[src/rtl/muxbus_front.sv]
module muxbus_front #(
  parameter int LO_W = 8,
  parameter int HI_W = 5,
  parameter int SYNC_STAGES = 2,
  localparam int AW = LO_W + HI_W
) (
  input  logic            clk,
  input  logic            rst_n,
  input  logic            ce,
  input  logic            as_n,
  input  logic            ds_n,
  input  logic            rw,
  input  logic [HI_W-1:0] hi_addr,
  input  logic [LO_W-1:0] bus_in,
  output logic [LO_W-1:0] bus_out,
  output logic            bus_oe,
  output logic            rd_req,
  output logic [AW-1:0]   rd_addr,
  input  logic [LO_W-1:0] rd_data,
  output logic            wr_req,
  output logic [AW-1:0]   wr_addr,
  output logic [LO_W-1:0] wr_data
);

  localparam int SW = 4 + AW;
  localparam logic [SW-1:0] SYNC_RST = {1'b0, 1'b1, 1'b1, 1'b1, {AW{1'b0}}};

  logic [SW-1:0] stage_q [SYNC_STAGES];

  genvar g;
  generate
    for (g = 0; g < SYNC_STAGES; g++) begin : g_sync
      if (g == 0) begin : g_first
        always_ff @(posedge clk or negedge rst_n)
          if (!rst_n) stage_q[g] <= SYNC_RST;
          else        stage_q[g] <= {ce, as_n, ds_n, rw, hi_addr, bus_in};
      end else begin : g_next
        always_ff @(posedge clk or negedge rst_n)
          if (!rst_n) stage_q[g] <= SYNC_RST;
          else        stage_q[g] <= stage_q[g-1];
      end
    end
  endgenerate

  logic ce_s, as_s, ds_s, rw_s;
  logic [AW-1:0] abus_s;
  assign {ce_s, as_s, ds_s, rw_s, abus_s} = stage_q[SYNC_STAGES-1];

  logic ds_prev;
  logic [AW-1:0] addr_q;
  logic rd_act_q, rd_req_q, wr_req_q;
  logic [LO_W-1:0] wr_data_q;

  wire ds_fall = ds_prev & ~ds_s;
  wire ds_rise = ~ds_prev & ds_s;
  wire rd_cond = ce_s & rw_s & ~ds_s;

  always_ff @(posedge clk or negedge rst_n) begin
    if (!rst_n) begin
      ds_prev   <= 1'b1;
      addr_q    <= '0;
      rd_act_q  <= 1'b0;
      rd_req_q  <= 1'b0;
      wr_req_q  <= 1'b0;
      wr_data_q <= '0;
    end else begin
      ds_prev  <= ds_s;
      if (!as_s) addr_q <= abus_s;
      rd_req_q <= rd_cond & ds_fall;
      rd_act_q <= rd_cond & (rd_act_q | ds_fall);
      wr_req_q <= ce_s & ~rw_s & ds_rise;
      if (ce_s & ~rw_s & ds_rise) wr_data_q <= abus_s[LO_W-1:0];
    end
  end

  assign rd_addr = addr_q;
  assign wr_addr = addr_q;
  assign rd_req  = rd_req_q;
  assign wr_req  = wr_req_q;
  assign wr_data = wr_data_q;
  assign bus_oe  = rd_act_q;
  assign bus_out = rd_data;

endmodule


[config.mk]
export PLATFORM = sky130hd
export DESIGN_NAME = muxbus_front
export DESIGN_NICKNAME = d
export VERILOG_FILES = /design/src/rtl/muxbus_front.sv
export SDC_FILE = /design/constraint.sdc
export NUM_CORES = 1
export LEC_CHECK = 0
export ABC_AREA = 1
export CAP_MARGIN = 10
export CORE_ASPECT_RATIO = 1.4
export CORE_MARGIN = 4
export CORE_UTILIZATION = 50
export CTS_BUF_LIST = sky130_fd_sc_hd__clkbuf_4 sky130_fd_sc_hd__clkbuf_8
export DETAILED_ROUTE_END_ITERATION = 10
export DONT_BUFFER_PORTS = 1
export GPL_TIMING_DRIVEN = 0
export PLACE_DENSITY_LB_ADDON = 0.3
export SLEW_MARGIN = 30
export SYNTH_ARGS = -nofsm -noshare
export SYNTH_HDL_FRONTEND = slang
export SYNTH_SLANG_ARGS = --single-unit
[constraint.sdc]
create_clock -name clk -period 1.3 [get_ports clk]
set_clock_uncertainty 0.2 [all_clocks]
set_input_delay 0.13 -clock clk [delete_from_list [all_inputs] [get_ports clk]]
set_output_delay 0.13 -clock clk [all_outputs]
set_load 0.05 [all_outputs]
* Word-level counts from Yosys, hierarchy flattened
Index checks and enable logic that the tools add are counted.
** Word-level totals
- Flip-flop bits (word level) :: 59
- Input bits :: 27
- Word-level logic and storage cells :: 20
** Operators by class
- Bitwise operators :: 12
** Operators with widths (number)
- AND 1 bit :: 8
- inverter 1 bit :: 3
- bitwise OR 1 bit :: 1

* Logic depth before layout (Yosys ltp)
- Depth after elaboration :: 4
- Gate-level depth with buffers :: 5
- Gate-level depth less buffers :: 5

* Least setup slack after synthesis
Ideal clock, no wire load.
- Path type :: reg-to-output
- Start :: register addr_q[0] (netlist: rd_addr[0])
- End :: output port wr_addr[0]
- Data arrival time :: 0.904 ns
- Required time :: 0.970 ns
- Slack :: 0.066 ns
- Cell stages (with the launch flop) :: 2
- Buffers on the path :: 1
- Cell sequence :: dfrtp_1 > buf_4
** RTL lines
- start: declaration :: RTL line 50 : logic [AW-1:0] addr_q;
- start signal: assignment :: RTL line 68 : if (!as_s) addr_q <= abus_s;
- end: declaration :: RTL line 21 : output logic [AW-1:0] wr_addr,
No word-level cell between the ends.

* Final worst setup path
- Start :: register addr_q[12] (netlist: rd_addr[12])
- End :: output port wr_addr[12]
No word-level cell between the ends.

==> summary.md <==
| Metric | Value |
|---|---|
| Failing checks | `hold timing, setup timing` |
| Leakage power figure | `roughly 1.2 nW` |
| Routability cong. | `0.703` |
| Synth top area share | `65.5%` |
| Mapped cell area | `0.00199 mm^2` |
| Final non-filler cell total | `233` |
| WHS | `-704 ps` |
| Peak VDD IR | `between 1000 and 1500 uV` |
| Clk pin slew, worst setup/hold paths | `around 60 ps` |
| Yosys warns | `0` |
| Clock sink total | `59` |
| Cell Area, Placed | `around 0.0020 mm^2` |
| Vias | `around 1,100` |
| Crit-path max FO | `3` |
| Final ANT Viol Nets | `0` |
| Area contributors post-synth | `dfrtp_1 66%, dfstp_2 9.3%, buf_4 8.7%` |
| Max-slew violation count | `0` |
| WS Path Type | `reg -> out` |
| Cell count after placement | `about 200` |
| Initial antenna violation count | `0` |
| Clock share of power | `between 30% and 40%` |
| CTS buffer count | `9` |
| Flop pwr share | `between 50% and 60%` |
| GRT Total Usage | `between 10% and 20%` |
| Comb power frac | `around a tenth` |
| DP HPWL | `2250 um` |
| Routed WL | `approximately 3400 um` |
| Fraction of layout cells with a size suffix above 1 | `slightly below 40%` |
| Die height | `~83 um` |
| CTS Root Cell | `clkbuf_8` |
| Vias in the first global route | `1,087` |
| Slew @ Worst Pin | `446 ps` |
| Minimum clock period | `1400 ps` |
| Synthesized area per cell | `between 10 and 15 um^2` |
| Clock latency on the worst-skew pair | `approximately 320 ps` |
| Total core area | `0.00374 mm^2` |
| Worst hold path class | `in -> async` |
| Post-synthesis sequential area ratio | `74.8%` |
| Crit path required time | `slightly below 1000 ps` |
| Final Hold Viols | `59` |
| P_int | `approximately 3.2 mW` |
| Die ar. | `just over 0.005 mm^2` |
| DRT Pass-1 Iters | `4` |
| # diodes | `0` |
| Number of synthesized register bits | `59` |
| Chip width | `between 60 and 70 um` |
| Post-cts hold buffer count | `17` |
| I/O pin total | `slightly above 70` |
| Crit path cell chain | `buf_8` |
| CTS tree | `done` |
| RSZ-0062 raised after global routing | `yes` |
| # nets final | `213` |
| PnR worst setup slack | `-98.1 ps` |
| GRT overflow | `0` |
| Critical path buffers and inverters | `1` |
| Switching share of power | `about 30%` |
| Startpoint types | `flop` |
| Initial Utilization | `a little over half` |
| DR vias/cell | `a little under 5` |
| I/O Buffers | `0` |
| Area leader, netlist | `dfrtp_1` |
| Synth cell types | `13` |
| Delay-heaviest family, CP | `flip-flops` |
| Rel. slew slack | `70.3%` |
| Period utilization | `108%` |
| Area grow syn2layout | `29.2%` |
| Largest net degree at the start of global routing | `60` |
| Syn_nets | `182` |
| Initial DRC count | `40` |
| Wirelength per Cell | `between 10 and 15 um` |
| Slowest CP cell | `dfrtp_2` |
| WP data arrival | `roughly 1100 ps` |
| Pwr Total | `about 4.5 mW` |
| Power Dens Cells | `between 1500 and 2000 mW/mm^2` |
| Setup-failing EPs final | `13` |
| Psw | `1.33 mW` |
| Cells after Synth | `between 150 and 200` |
| Global-route wire length before repair | `5380 um` |
| Achievable Freq | `715 MHz` |
| Max Cap Viol | `0` |
| DR DRC count | `0` |
| Design Area, Final | `between 0.002 and 0.003 mm^2` |
| CP peak stage delay | `550 ps` |
| Clock Tree Buf Depth | `2` |
| H-tree depth | `3` |
| Worst Setup End Kind | `output port` |
| Status | `finished, violations left` |
| Core Rows | `26` |
-- final cells by class --
class	instances	area (um^2)
flip-flops and latches	59	1510
fillers	253	1180
multi-input cells	57	279
plain buffers	23	270
repair buffers	20	193
clock buffers	13	154
inverters	16	62.6
well taps	42	52.6
clock inverters	3	40.0
-- worst paths after layout --
check / start / endpoint / slack [ps] / depth (start not counted)
max reg2reg: ds_s / wr_data[1] / 60 / 5
max: rd_addr[12] / wr_addr[12] / -100 / 1
min reg2reg: stage_q[26] / abus_s[9] / 150 / 0
min: rst_n / stage_q[18] / -700 / 0
min in group clk: stage_q[26] / abus_s[9] / 150 / 0
max in group asynchronous: rst_n / ds_prev / 1410 / 0
-- state kept, by name, indices dropped and copies added, names as in the netlist, 8 cells and up --
| name | count |
|---|---|
| wr_data | 8 |
| stage_q | 17 |
| rd_addr | 13 |
| abus_s | 13 |
-- Yosys cell counts (all sizes together) --
master,count
inv,16
nand2,31
nor2,4
nand3b,1
dfstp,7
buf,23
nand3,8
dfrtp,52
o21ai,13
-- per-layer routing --
layer	vias to the layer above	GRT usage [%]	share of wire, %
li1	517	-	-
met1	537	16.9	34
met2	60	23.8	53
met3	8	7.15	10
met4	0	9.11	2.8
met5	-	0	0
-- kinds of logic (layout without fill, tap and decap cells) --
kind of cell           after synthesis  in the layout  synth area share, %
AO/OA/AOI/OAI                       13             13                 3.28
buffers and inverters               39             75                 11.7
flip-flops                          59             59                 74.8
AND/OR/NAND/NOR                     44             44                 10.2
-- power by group through the flow --
stage	clock network [mW]	logic, mW	registers, mW
2_1_floorplan	0	0.340	2.39
3_3_place_gp	0	0.360	2.42
3_5_place_dp	0	0.366	2.43
4_1_cts	1.63	0.457	2.43
5_1_grt	1.75	0.501	2.45
6_report	1.59	0.467	2.43
-- what timing repair did --
action / CTS / global route
hold endpoints to repair: 76 / 59
cloned: 0 / 0
resized for setup: 49 / 3
endpoints found under the setup margin: 36 / 27
setup buffers: 0 / 3
-- placed cells by master, fill, tap and decap left out --
master         synthesis  final
buf_4                 23     13
buf_8                  0     13
bufinv_16              0      1
clkbuf_4               0      4
clkbuf_8               0      9
clkinv_2               0      2
dfrtp_1               52     29
dfrtp_2                0     23
dfstp_2                7      7
dlygate4sd3_1          0     17
inv_1                 15     15
inv_4                  0      1
nand2_1               30     29
nand2_2                0      1
nand2_8                0      1
nand3_1                8      8
nand3b_1               1      1
nor2_1                 3      3
nor2_8                 1      1
o21ai_0               11     11
o21ai_1                2      2
-- per-stage QoR --
step	setup WS [ps]	util [%]	TNS [ps]
4_1_cts	-119	67.6	-1430
3_3_place_gp	22.4	54.5	0
6_report	-98.1	68.6	-1220
5_1_grt	-136	68.6	-1660
3_5_place_dp	20.1	54.5	0
2_1_floorplan	66.2	-	0
Power figures use the tool's default switching activity.
